===== config.mk =====
export PLATFORM = sky130hd
export DESIGN_NAME = xfer_fifo_pair
export DESIGN_NICKNAME = d
export VERILOG_FILES = /design/src/rtl/xfp_pkg.sv /design/src/rtl/xfp_store.sv /design/src/rtl/xfp_txe_fsm.sv /design/src/rtl/xfer_fifo_pair.sv
export SDC_FILE = /design/constraint.sdc
export NUM_CORES = 1
export LEC_CHECK = 0
export ABC_AREA = 1
export BUFFER_PORTS_ARGS = -buffer_cell sky130_fd_sc_hd__buf_2
export CORE_ASPECT_RATIO = 0.7
export CORE_MARGIN = 1
export CORE_UTILIZATION = 49
export CTS_BUF_LIST = sky130_fd_sc_hd__clkbuf_2
export DETAILED_ROUTE_END_ITERATION = 6
export PLACE_DENSITY = 0.71
export SYNTH_ARGS = -nofsm -noshare
export SYNTH_HDL_FRONTEND = slang
export SYNTH_SLANG_ARGS = --single-unit

===== constraint.sdc =====
create_clock -name clk -period 3.9 [get_ports clk]
set_clock_uncertainty 0.05 [all_clocks]
set_input_delay 0.78 -clock clk [delete_from_list [all_inputs] [get_ports clk]]
set_output_delay 0.78 -clock clk [all_outputs]
set_load 0.005 [all_outputs]

===== src/rtl/xfp_pkg.sv =====
package xfp_pkg;
    localparam int NIRQ      = 6;
    localparam int IRQ_TXTH  = 0;
    localparam int IRQ_RXTH  = 1;
    localparam int IRQ_RXFUL = 2;
    localparam int IRQ_TXEMP = 3;
    localparam int IRQ_OVF   = 4;
    localparam int IRQ_UDF   = 5;

    typedef enum logic [1:0] {
        TXE_IDLE,
        TXE_FILLED,
        TXE_DRAINED,
        TXE_ACKED
    } txe_state_t;
endpackage


===== src/rtl/xfp_store.sv =====
module xfp_store #(
    parameter int DW    = 8,
    parameter int DEPTH = 8,
    localparam int AW   = $clog2(DEPTH),
    localparam int LW   = $clog2(DEPTH + 1)
) (
    input  logic          clk,
    input  logic          rst_n,
    input  logic          push,
    input  logic [DW-1:0] wdata,
    input  logic          pop,
    output logic [DW-1:0] rdata,
    output logic [LW-1:0] level,
    output logic          full,
    output logic          empty,
    output logic          ovf_evt,
    output logic          udf_evt
);
    logic [DW-1:0] mem [DEPTH];
    logic [AW-1:0] wr_ptr, rd_ptr;
    logic          do_push, do_pop;

    assign full    = (level == LW'(DEPTH));
    assign empty   = (level == '0);
    assign do_push = push && !full;
    assign do_pop  = pop && !empty;
    assign ovf_evt = push && full;
    assign udf_evt = pop && empty;
    assign rdata   = mem[rd_ptr];

    function automatic logic [AW-1:0] bump(input logic [AW-1:0] p);
        return (p == AW'(DEPTH - 1)) ? '0 : p + 1'b1;
    endfunction

    always_ff @(posedge clk or negedge rst_n) begin
        if (!rst_n) begin
            wr_ptr <= '0;
            rd_ptr <= '0;
            level  <= '0;
        end else begin
            if (do_push) wr_ptr <= bump(wr_ptr);
            if (do_pop)  rd_ptr <= bump(rd_ptr);
            if (do_push && !do_pop)      level <= level + 1'b1;
            else if (do_pop && !do_push) level <= level - 1'b1;
        end
    end

    always_ff @(posedge clk) begin
        if (do_push) mem[wr_ptr] <= wdata;
    end
endmodule


===== src/rtl/xfp_txe_fsm.sv =====
module xfp_txe_fsm
    import xfp_pkg::*;
(
    input  logic clk,
    input  logic rst_n,
    input  logic empty,
    input  logic clr,
    output logic raw
);
    txe_state_t state, nxt;

    always_ff @(posedge clk or negedge rst_n) begin
        if (!rst_n) state <= TXE_IDLE;
        else        state <= nxt;
    end

    always_comb begin
        nxt = state;
        unique case (state)
            TXE_IDLE:    if (!empty) nxt = TXE_FILLED;
            TXE_FILLED:  if (empty)  nxt = TXE_DRAINED;
            TXE_DRAINED: if (!empty) nxt = TXE_FILLED;
                         else if (clr) nxt = TXE_ACKED;
            TXE_ACKED:   if (!empty) nxt = TXE_FILLED;
            default:     nxt = TXE_IDLE;
        endcase
    end

    always_comb begin
        raw = (state == TXE_DRAINED);
    end
endmodule


===== src/rtl/xfer_fifo_pair.sv =====
module xfer_fifo_pair
    import xfp_pkg::*;
#(
    parameter int DW    = 8,
    parameter int DEPTH = 8,
    localparam int LW   = $clog2(DEPTH + 1)
) (
    input  logic            clk,
    input  logic            rst_n,
    input  logic            cfg_tx_slave,
    input  logic            cfg_rx_slave,
    input  logic [LW-1:0]   tx_trig,
    input  logic [LW-1:0]   rx_trig,
    input  logic            m_tx_push,
    input  logic [DW-1:0]   m_tx_wdata,
    input  logic            m_tx_pop,
    output logic [DW-1:0]   m_tx_rdata,
    output logic [LW-1:0]   m_tx_level,
    output logic            m_tx_empty,
    output logic            m_tx_full,
    input  logic            m_rx_push,
    input  logic [DW-1:0]   m_rx_wdata,
    input  logic            m_rx_pop,
    output logic [DW-1:0]   m_rx_rdata,
    output logic [LW-1:0]   m_rx_level,
    output logic            m_rx_empty,
    output logic            m_rx_full,
    input  logic            s_tx_push,
    input  logic [DW-1:0]   s_tx_wdata,
    input  logic            s_tx_pop,
    output logic [DW-1:0]   s_tx_rdata,
    output logic [LW-1:0]   s_tx_level,
    output logic            s_tx_empty,
    output logic            s_tx_full,
    input  logic            s_rx_push,
    input  logic [DW-1:0]   s_rx_wdata,
    input  logic            s_rx_pop,
    output logic [DW-1:0]   s_rx_rdata,
    output logic [LW-1:0]   s_rx_level,
    output logic            s_rx_empty,
    output logic            s_rx_full,
    output logic            tx_owner_slave,
    output logic            rx_owner_slave,
    input  logic [NIRQ-1:0] irq_mask,
    input  logic [NIRQ-1:0] irq_clr,
    output logic [NIRQ-1:0] irq_raw,
    output logic [NIRQ-1:0] irq_masked,
    output logic            irq
);
    localparam int NF = 2; // index 0 = TX, index 1 = RX

    logic [NF-1:0] own_s, cfg_s;
    logic [NF-1:0] m_push, s_push, m_pop, s_pop;
    logic [NF-1:0] push_f, pop_f, full_f, empty_f, ovf_f, udf_f;
    logic [DW-1:0] m_wd [NF];
    logic [DW-1:0] s_wd [NF];
    logic [DW-1:0] wd_f [NF];
    logic [DW-1:0] rd_f [NF];
    logic [LW-1:0] lvl_f [NF];

    assign cfg_s  = {cfg_rx_slave, cfg_tx_slave};
    assign m_push = {m_rx_push, m_tx_push};
    assign s_push = {s_rx_push, s_tx_push};
    assign m_pop  = {m_rx_pop, m_tx_pop};
    assign s_pop  = {s_rx_pop, s_tx_pop};
    assign m_wd[0] = m_tx_wdata;
    assign m_wd[1] = m_rx_wdata;
    assign s_wd[0] = s_tx_wdata;
    assign s_wd[1] = s_rx_wdata;

    for (genvar f = 0; f < NF; f++) begin : g_fifo
        assign push_f[f] = own_s[f] ? s_push[f] : m_push[f];
        assign pop_f[f]  = own_s[f] ? s_pop[f]  : m_pop[f];
        assign wd_f[f]   = own_s[f] ? s_wd[f]   : m_wd[f];

        xfp_store #(.DW(DW), .DEPTH(DEPTH)) store_i (
            .clk(clk), .rst_n(rst_n),
            .push(push_f[f]), .wdata(wd_f[f]), .pop(pop_f[f]),
            .rdata(rd_f[f]), .level(lvl_f[f]),
            .full(full_f[f]), .empty(empty_f[f]),
            .ovf_evt(ovf_f[f]), .udf_evt(udf_f[f])
        );

        always_ff @(posedge clk or negedge rst_n) begin
            if (!rst_n)          own_s[f] <= 1'b0;
            else if (empty_f[f]) own_s[f] <= cfg_s[f];
        end
    end

    assign tx_owner_slave = own_s[0];
    assign rx_owner_slave = own_s[1];

    // Engine views: the non-owner always sees an empty FIFO
    assign m_tx_rdata = own_s[0] ? '0 : rd_f[0];
    assign m_tx_level = own_s[0] ? '0 : lvl_f[0];
    assign m_tx_empty = own_s[0] | empty_f[0];
    assign m_tx_full  = !own_s[0] & full_f[0];
    assign s_tx_rdata = own_s[0] ? rd_f[0] : '0;
    assign s_tx_level = own_s[0] ? lvl_f[0] : '0;
    assign s_tx_empty = !own_s[0] | empty_f[0];
    assign s_tx_full  = own_s[0] & full_f[0];
    assign m_rx_rdata = own_s[1] ? '0 : rd_f[1];
    assign m_rx_level = own_s[1] ? '0 : lvl_f[1];
    assign m_rx_empty = own_s[1] | empty_f[1];
    assign m_rx_full  = !own_s[1] & full_f[1];
    assign s_rx_rdata = own_s[1] ? rd_f[1] : '0;
    assign s_rx_level = own_s[1] ? lvl_f[1] : '0;
    assign s_rx_empty = !own_s[1] | empty_f[1];
    assign s_rx_full  = own_s[1] & full_f[1];

    // Edge-triggered threshold / full conditions
    logic [2:0] cond, cond_q;
    logic [NIRQ-1:0] lat;
    logic txe_raw;

    assign cond = {full_f[1], (lvl_f[1] > rx_trig), (lvl_f[0] <= tx_trig)};

    always_ff @(posedge clk or negedge rst_n) begin
        if (!rst_n) begin
            cond_q <= 3'b001;
            lat    <= '0;
        end else begin
            cond_q <= cond;
            lat[2:0] <= (lat[2:0] & ~irq_clr[2:0]) | (cond & ~cond_q);
            lat[IRQ_TXEMP] <= 1'b0;
            lat[IRQ_OVF] <= (lat[IRQ_OVF] & ~irq_clr[IRQ_OVF]) | (|ovf_f);
            lat[IRQ_UDF] <= (lat[IRQ_UDF] & ~irq_clr[IRQ_UDF]) | (|udf_f);
        end
    end

    xfp_txe_fsm txe_i (
        .clk(clk), .rst_n(rst_n), .empty(empty_f[0]),
        .clr(irq_clr[IRQ_TXEMP]), .raw(txe_raw)
    );

    always_comb begin
        irq_raw            = lat;
        irq_raw[IRQ_TXEMP] = txe_raw;
    end

    assign irq_masked = irq_raw & irq_mask;
    assign irq        = |irq_masked;
endmodule


# After elaboration in Yosys (flattened, before gate mapping)
# Memories as Yosys holds them, arrays and structs flattened.
# Index checks and enable logic that the tools add are counted.
dict set report word_totals {
  ff_bits 32
  mem_bits_rw 128
  in_bits 64
  out_inout_bits 71
  memories 2
}
# memory depth width read_ports rd_ports_with_merged_regs wr line_no
set mem_list {}
lappend mem_list {{g_fifo[0].store_i.mem} 8 8 1 0 1 xfp_store.sv:19} ;# logic [DW-1:0] mem [DEPTH];
lappend mem_list {{g_fifo[1].store_i.mem} 8 8 1 0 1 xfp_store.sv:19}
dict set report classes {
  add_sub_neg 8
  n_lt_le_gt_ge 2
  eq_ne 12
  muxes 31
  n_bitwise 20
  reduce_logical 32
}
# operator n
set ops {}
lappend ops {{8-bit two-way mux} 6}
lappend ops {{4-bit two-way mux} 8}
lappend ops {{3-bit by 1-bit adder with 3-bit output (second input constant)} 4}
lappend ops {{3-bit == test (second input constant)} 4}
lappend ops {{1-bit logical AND} 12}
lappend ops {{3-bit two-way mux} 4}
lappend ops {{1-bit logical NOT} 10}
lappend ops {{4-bit by 1-bit adder with 4-bit output (second input constant)} 2}
lappend ops {{4-bit == test (second input constant)} 2}
lappend ops {{4-bit logical NOT} 2}
lappend ops {{1-bit two-way mux} 8}
lappend ops {{2-bit two-way mux} 4}
lappend ops {{4-bit by 1-bit subtractor with 4-bit output (second input constant)} 2}
lappend ops {{1-bit AND} 6}
lappend ops {{3-bit AND} 2}
lappend ops {{6-bit AND} 1}
lappend ops {{3-bit inverter} 2}
lappend ops {{1-bit bitwise OR} 6}
lappend ops {{2-bit one-hot mux with 3 select lines} 1}
lappend ops {{2-bit OR reduction} 3}
lappend ops {{6-bit OR reduction} 1}
lappend ops {{2-bit == test (second input constant)} 2}
lappend ops {{4-bit greater-than comparator} 1}
lappend ops {{4-bit <= comparator} 1}
lappend ops {{8 further kinds} 11}

# Logic depth before layout (Yosys ltp)
# Gate-level depths: netlist of the first run.
dict set report depth {
  word_depth 7
  depth_mapped 15
  depth_no_buf 15
}

# Hierarchy
# Synthesis of the first run repeated with hierarchy kept, for this count alone.
dict set report hier_totals {
  cells_unflattened 966
  hier_area_um2 8264.2
}
# module instances cells_each area_each_um2 seq_area_each_um2
set by_module_without_submodules {}
lappend by_module_without_submodules {{xfp_store (g_fifo[1].store_i)} 1 367 3438.3 2172.1}
lappend by_module_without_submodules {{xfp_store (g_fifo[0].store_i)} 1 308 3285.7 2172.1}
lappend by_module_without_submodules {xfer_fifo_pair 1 265 1365.1 251.5}
lappend by_module_without_submodules {xfp_txe_fsm 1 26 175.2 50.0}

# Least setup slack after synthesis of the first run
# OpenSTA, ideal clock, no wires.
dict set report synth_path {
  path_type {input to register}
  start {input port s_rx_push}
  end {register g_fifo[1].store_i.level[3]}
  t_arrival_ps 2233
  setup_slack_ps 1500
  stages 12
  path_buffers 0
  path_cell_list {inv_1 > nand2_4 > o21ai_2 > nor2_8 > ha_1 > inv_1 > ha_1 > or2_2 > nand3_1 > nand2_1 > nand2_1 > nand2_1}
}
dict set report synth_between {
  elab_chain_len 5
}
# element line_no
set synth_rtl {}
lappend synth_rtl {{start: declaration} xfer_fifo_pair.sv:35} ;# input logic s_rx_push,
lappend synth_rtl {{1-bit two-way mux (*)} xfer_fifo_pair.sv:72} ;# assign push_f[f] = own_s[f] ? s_push[f] : m_push[f];
lappend synth_rtl {{1-bit logical AND (*)} xfp_store.sv:25} ;# assign do_push = push && !full;
lappend synth_rtl {{net g_fifo[1].store_i.do_push} xfp_store.sv:21} ;# logic do_push, do_pop;
lappend synth_rtl {{1-bit logical NOT} xfp_store.sv:44} ;# else if (do_pop && !do_push) level <= level - 1'b1;
lappend synth_rtl {{1-bit logical AND} xfp_store.sv:44}
lappend synth_rtl {{2-bit nonzero test (no source line)} --}
lappend synth_rtl {{end signal: assignment} xfp_store.sv:43} ;# if (do_push && !do_pop) level <= level + 1'b1;
lappend synth_rtl {{end signal: assignment} xfp_store.sv:44}
lappend synth_rtl {{end: declaration} xfp_store.sv:13} ;# output logic [LW-1:0] level,
# Mark *: on every way through the listed nets, which the timed path passes. The rest lies on a longest branch.
# A chain may end at the register's enable or synchronous reset.

# Worst setup path after layout of the first run
dict set report layout_path {
  start {register g_fifo[1].store_i.rd_ptr[2]}
  end {output port m_rx_rdata[1]}
}
dict set report layout_between {
  elab_chain_len 2
}
# element line_no
set layout_rtl {}
lappend layout_rtl {{start: declaration} xfp_store.sv:20} ;# logic [AW-1:0] wr_ptr, rd_ptr;
lappend layout_rtl {{start signal: assignment} xfp_store.sv:42} ;# if (do_pop) rd_ptr <= bump(rd_ptr);
lappend layout_rtl {{memory 8 x 8 bit} --}
lappend layout_rtl {{8-bit two-way mux} xfer_fifo_pair.sv:102} ;# assign m_rx_rdata = own_s[1] ? '0 : rd_f[1];
lappend layout_rtl {{end: declaration} xfer_fifo_pair.sv:24} ;# output logic [DW-1:0] m_rx_rdata,
# No other way between the ends.

==> flow_summary.ini, run 1 <==
[routing]
drt-wirelength-per-cell_um = 13.3
viasPerCell = 4.70
drcViolationCount = 0
dr.pass1.iters = 7
wirelength_um = 17300
vias = 6140
ant_nets = 0
drtIter0Drc = 382

[sta]
fin_crit_ps = 3110
fmax_mhz = 322
fin_crit_sh = 0.796
rsz0062_at_grt = false
max_slew.worst_pin.slew_ps = 1020
relSlewSlack = 0.321
finalSetupTns_ps = 0
slew_viol_final = 0
setup_viol = 0
hold_viol = 0

[place]
place_congestion = 0.808
port_buffers = 134
dp_hpwl_um = 12000

[clock_tree]
numCtsBuffers = 17
cts_root_buf = clkbuf_2
hold_buffers = 0
cts_tree = yes
max-clock-path-buffers = 2
htree_levels = 4
clock_latency_ps = 700
cts.clk_slew.worst_paths_ps = 270
post_cts_buffers = 0
ctsResizeCount = 0
numClockSinks = 160

[synth]
syn_area_per_cell_um2 = 8.82
seq_area_frac_synth = 0.561
yosys_warnings = 0
synth_cell_types = 36
ys_ff_latch = 160
synthesis.instances = 939
syn-num-nets = 1030
netlist_area_um2 = 8280

[setup_path]
cp-end-kind = output port
cp_max_fo = 11
path_class = reg2out
arrival_ps = 2280
required_ps = 3070
critPathLaunchType = register

[cells_and_area]
areaGrowthSynthToFinish_pct = 12.5
fin_util = 0.568
drive_gt1_frac = 0.191
multiInputGateArea_um2 = 2640
nets = 1159
num_antenna_cells = 0
n_fill_cell = 1442
seq_area_um2 = 4650

[global_route]
antenna_found_initial = 0
grt_pass1_wl_um = 27600
overflow = 0
grt_use_total = 0.207
grt_pass1_vias = 5410
grt_max_degree = 36

[worst_hold_path]
hold_class = in2async

[power]
p_leak_nw = 4.84
p_int_mw = 3.95
p_sw_mw = 3.25
ir_drop_v = 0.000379
power.share.clock = 0.123
swShare = 0.451
seqPwrFrac = 0.380
powerDensity_nw_per_um2 = 773
p_comb_frac = 0.496

[run]
cap_violations = 0

[floorplan]
pin_count = 135
die_w_um = 157
die-area_um2 = 17400
coreArea_um2 = 16400
die_h_um = 111
std_cell_rows = 39
initial_utilization = 0.505

[run_status]
outcome = finished, final reports clean
==> layout make-up <==
type	count	area share
repair buffers	142	0.0784
multi-input cells	544	0.283
clock inverters	15	0.0180
flip-flops and latches	160	0.499
clock buffers	17	0.00913
well taps	225	0.0302
inverters	203	0.0823
==> worst max-delay path, stage by stage (launching register included) <==
cell and delay [ps]:
dfrtp_1 720, inv_1 330, nand3_1 180, nand2_1 100
nor2_1 110, buf_2 120
==> stage by stage <==
| step | setup WS, ps | instance area (um^2) | total power [mW] | hold slack, ps | instances |
|---|---|---|---|---|---|
| 6_report | 794 | 9320 | 7.20 | 44.3 | 1306 |
| 3_3_place_gp | 1310 | 9070 | 6.30 | 368 | 1274 |
| 3_5_place_dp | 1280 | 9070 | 6.39 | 373 | 1274 |
| 2_1_floorplan | 1500 | 8280 | 5.33 | 360 | 939 |
| 4_1_cts | 726 | 9320 | 7.27 | 27.7 | 1306 |
| 5_1_grt | 559 | 9320 | 7.89 | 23.5 | 1306 |
==> Yosys cell counts <==
cell        n  share of area
a21boi_0    1        0.00091
a21oi_1     2         0.0012
buf_1       1        0.00045
buf_2      15         0.0091
buf_4       6         0.0054
buf_6       9          0.012
clkbuf_1    1        0.00045
clkinv_1    1        0.00045
clkinv_4    1         0.0011
dfrtp_1    31          0.094
dfstp_2     1         0.0032
edfxtp_1  128           0.46
fa_1        2         0.0048
ha_1       25          0.038
inv_1     192          0.087
inv_2       9         0.0041
nand2_1   287           0.13
nand2_2     5         0.0038
nand2_4     5         0.0068
nand3_1   113          0.068
nand3_2     1         0.0012
nor2_1     66          0.030
nor2_4      3         0.0041
nor2_8      2         0.0048
nor3_1      1        0.00060
o211ai_1    2         0.0018
o21a_1      1        0.00091
o21ai_0     6         0.0036
o21ai_1     8         0.0048
o21ai_2     3         0.0032
o21bai_1    1        0.00091
o22ai_1     1        0.00076
or2_1       1        0.00076
or2_2       2         0.0015
xnor2_1     5         0.0053
xor2_1      1         0.0011
==> sequential cells by signal, summed over array words and instances, names as in the netlist <==
| name | count |
|---|---|
| g_fifo.store_i.mem | 128 |
| rx_owner_slave | 1 |
| cond_q | 3 |
| tx_owner_slave | 1 |
| g_fifo.store_i.level | 8 |
| lat | 5 |
| g_fifo.store_i.rd_ptr | 6 |
| txe_i.state | 2 |
| g_fifo.store_i.wr_ptr | 6 |
==> power groups by stage <==
| stage | clock (mW) | sequential [mW] | combinational [mW] |
|---|---|---|---|
| finish | 0.886 | 2.74 | 3.58 |
| global route | 0.975 | 2.80 | 4.12 |
| CTS | 0.910 | 2.74 | 3.62 |
| detailed placement | 0 | 2.78 | 3.61 |
| global placement | 0 | 2.78 | 3.52 |
| floorplan | 0 | 2.69 | 2.63 |
==> path summary, 6_finish.rpt <==
check | slack (ps) | start | end | cells after the start
worst max-delay path | 790 | g_fifo[1].store_i.rd_ptr[2] | m_rx_rdata[1] | 5
worst min-delay path | 40 | rst_n | rx_owner_slave | 1
worst max register to register | 1310 | rx_owner_slave | g_fifo[1].store_i.level[3] | 13
worst min register to register | 400 | cond_q[2] | lat[2] | 1
max in group asynchronous | 3250 | rst_n | g_fifo[1].store_i.wr_ptr[1] | 1
min in group clk | 210 | irq_clr[2] | lat[2] | 2
==> metal layers <==
layer,routed length (um),global-route usage,share of wire,vias to the layer above
met1,8240,0.305,0.48,2757
met2,7760,0.320,0.45,198
li1,-,-,-,3175
met4,114,0.0453,0.0066,0
met3,1230,0.0379,0.071,10
met5,0,0,0,-
==> cell usage in the layout, fill, tap and decap left out, types with 2 or more instances in the layout <==
master	n
nand2_1	287
inv_1	192
buf_2	134
edfxtp_1	128
nand3_1	113
nor2_1	66
dfrtp_1	31
ha_1	25
clkbuf_2	17
inv_2	9
o21ai_1	8
buf_4	8
o21ai_0	6
nand2_2	5
nand2_4	5
xnor2_1	5
clkinv_4	4
clkinv_8	4
inv_8	4
o21ai_2	3
nor2_4	3
inv_6	3
nor2_8	2
a21oi_1	2
o211ai_1	2
or2_2	2
fa_1	2
==> cell families (layout without fill, tap and decap cells) <==
logic type | count (synthesis) | count (layout) | synth area share
AND/OR/NAND/NOR | 486 | 486 | 0.252
adder cells (fa/ha/maj) | 27 | 27 | 0.0426
AO/OA/AOI/OAI | 25 | 25 | 0.0181
XOR/XNOR | 6 | 6 | 0.00634
flip-flops | 160 | 160 | 0.561
buffers and inverters | 235 | 377 | 0.120
No activity file was read; power rests on OpenSTA's default activity.
==> run 2, diff against run 1 <==
--- a/config.mk
+++ b/config.mk
@@ -12,7 +12,7 @@
 export CORE_UTILIZATION = 49
 export CTS_BUF_LIST = sky130_fd_sc_hd__clkbuf_2
 export DETAILED_ROUTE_END_ITERATION = 6
-export PLACE_DENSITY = 0.71
+export PLACE_DENSITY = 0.74
 export SYNTH_ARGS = -nofsm -noshare
 export SYNTH_HDL_FRONTEND = slang
 export SYNTH_SLANG_ARGS = --single-unit
==> constraint.sdc (replaced) <==
create_clock -name clk -period 2.7 [get_ports clk]
set_clock_uncertainty 0.05 [all_clocks]
set_input_delay 0.54 -clock clk [delete_from_list [all_inputs] [get_ports clk]]
set_output_delay 0.54 -clock clk [all_outputs]
set_load 0.005 [all_outputs]
==> flow_summary.ini, run 2 (same netlist as run 1, synthesis figures left out) <==
[power]
seqPwrFrac = 0.365
finalPower_mw = 10.9
p_sw_mw = 4.75
power.share.clock = 0.127
p_leak_nw = 5.03
p_int_mw = 6.12
ir_drop_v = 0.000440
powerDensity_nw_per_um2 = 1120
p_comb_frac = 0.507
swShare = 0.437

[floorplan]
coreArea_um2 = 16400
die-area_um2 = 17400
std_cell_rows = 39
pin_count = 135
die_w_um = 157
initial_utilization = 0.505
die_h_um = 111

[sta]
slew_viol_final = 0
max_slew.worst_pin.slew_ps = 747
rsz0062_at_grt = true
hold_viol = 0
setup_viol = 0
fmax_mhz = 382
hold_ws_ps = 116
relSlewSlack = 0.502
fin_crit_ps = 2620
fin_crit_sh = 0.971
finalSetupTns_ps = 0

[clock_tree]
max-clock-path-buffers = 2
cts.clk_slew.worst_paths_ps = 250
htree_levels = 4
cts_root_buf = clkbuf_2
clock_latency_ps = 750
numCtsBuffers = 17
numClockSinks = 160
cts_tree = yes

[worst_hold_path]
min_to = lat[5]
hold_class = in2reg
hold_depth = 5
min_from = m_tx_pop

[place]
place_congestion = 0.793
port_buffers = 134
placedInstanceArea_um2 = 9210
dp_hpwl_um = 12400

[routing]
dr.pass1.iters = 7
highest_layer = met4
viasPerCell = 4.73
wl_met1_um = 8490
drt-wirelength-per-cell_um = 13.5
dr_wl_met2_um = 8350
drcViolationCount = 1
wirelength_um = 18100
drtIter0Drc = 528
met3_length_um = 1060
vias = 6356
ant_nets = 0

[cells_and_area]
drive_gt1_frac = 0.217
reg_top3 = g_fifo.store_i.mem: 128 flops, g_fifo.store_i.level: 8 flops
regMostFlops = g_fifo.store_i.mem
nets = 1196
areaGrowthSynthToFinish_pct = 16.8
fin_util = 0.590
layout_commonest_cell = nand2_1
layout_common_cells = nand2_1 (287), inv_1 (192), buf_2 (134), edfxtp_1 (128), nand3_1 (113)
postLayoutCellArea_um2 = 9680
largest_register_ffs = 128

[setup_path]
crit_slowest_cell = dfrtp_2
required_ps = 2110
r2r_cells = 12
cp-end-kind = output port
critPathLaunchType = register
arrival_ps = 2030
r2r_slack_ps = 290
crit_top_cell = nand3_1
path_class = reg2out
r2r-start = g_fifo[1].store_i.level[3]
cp_max_fo = 12
slowest_delay_ps = 530
crit_chain = buf_4 -> nand3_1 -> nand3_1 -> nand2_1 -> nor2_1 -> buf_2
r2r-end = g_fifo[1].store_i.level[3]

[run_status]
violations = design-rule violations
outcome = finished with violations

[global_route]
grt_pass1_wl_um = 29100
grt_use_total = 0.218
grt_pass1_vias = 5861
antenna_found_initial = 1
overflow = 0
grt_max_degree = 36

[run]
cap_violations = 0
[run 2: cell count changes in the layout (fill, tap and decap cells not counted), sizes merged]
cell	change
diode	+1
dlygate4sd3	+8
inv	+1
clkinv	-3
buf	+29
bufinv	+2
[run 2: metrics by stage]
step	instances	worst slack, ps
after floorplan	939	540
after global placement	1293	331
after detailed placement	1293	302
after CTS	1334	3.54
after global routing	1344	-149
final	1344	79.4
[run 2: area by class of cell]
type                       count  area [um^2]
fill                        1440         6720
antenna                        1         2.50
timing repair buffer         179         1050
sequential                   160         4660
multi-input combinational    544         2640
clock inverter                15          173
tap                          225          282
clock buffer                  17         85.1
inverter                     203          782
[run 2: critical path, delay by kind of cell (launching register included)]
family / cells / cell delay (ps)
buffers and inverters: 2 / 360
flip-flops: 1 / 530
AND/OR/NAND/NOR: 4 / 390
[run 2: timing repair]
item	CTS	global route
hold buffers	8	0
setup buffers	1	9
pin swaps	0	1
endpoints found under the setup margin	33	39
endpoints found under the hold margin	38	0
resized for setup	13	8
[run 2: power by group through the flow]
stage / Sequential (mW) / Combinational, mW / Clock, mW
after floorplan: 3.89 / 3.81 / 0
after global placement: 4.00 / 5.18 / 0
after detailed placement: 4.02 / 5.32 / 0
after CTS: 3.98 / 5.41 / 1.42
after global routing: 4.04 / 6.28 / 1.53
final: 3.97 / 5.52 / 1.38
[run 2: worst max-delay path by stage]
stage	end	start	slack [ps]	cells past startpoint
global route	m_rx_rdata[2]	g_fifo[1].store_i.rd_ptr[0]	-150	7
finish	s_rx_rdata[1]	g_fifo[1].store_i.rd_ptr[1]	80	6
CTS	s_rx_rdata[3]	g_fifo[1].store_i.rd_ptr[1]	4	6
floorplan	g_fifo[1].store_i.level[3]	s_rx_push	540	12
detailed placement	g_fifo[1].store_i.level[3]	s_rx_push	300	13
global placement	g_fifo[1].store_i.level[3]	s_rx_push	330	13
[run 2: per-layer routing]
metal / global-route usage / up-vias
met4: 0.0641 / 0
met3: 0.0434 / 18
met5: 0 / -
met2: 0.343 / 214
li1: - / 3249
met1: 0.305 / 2875
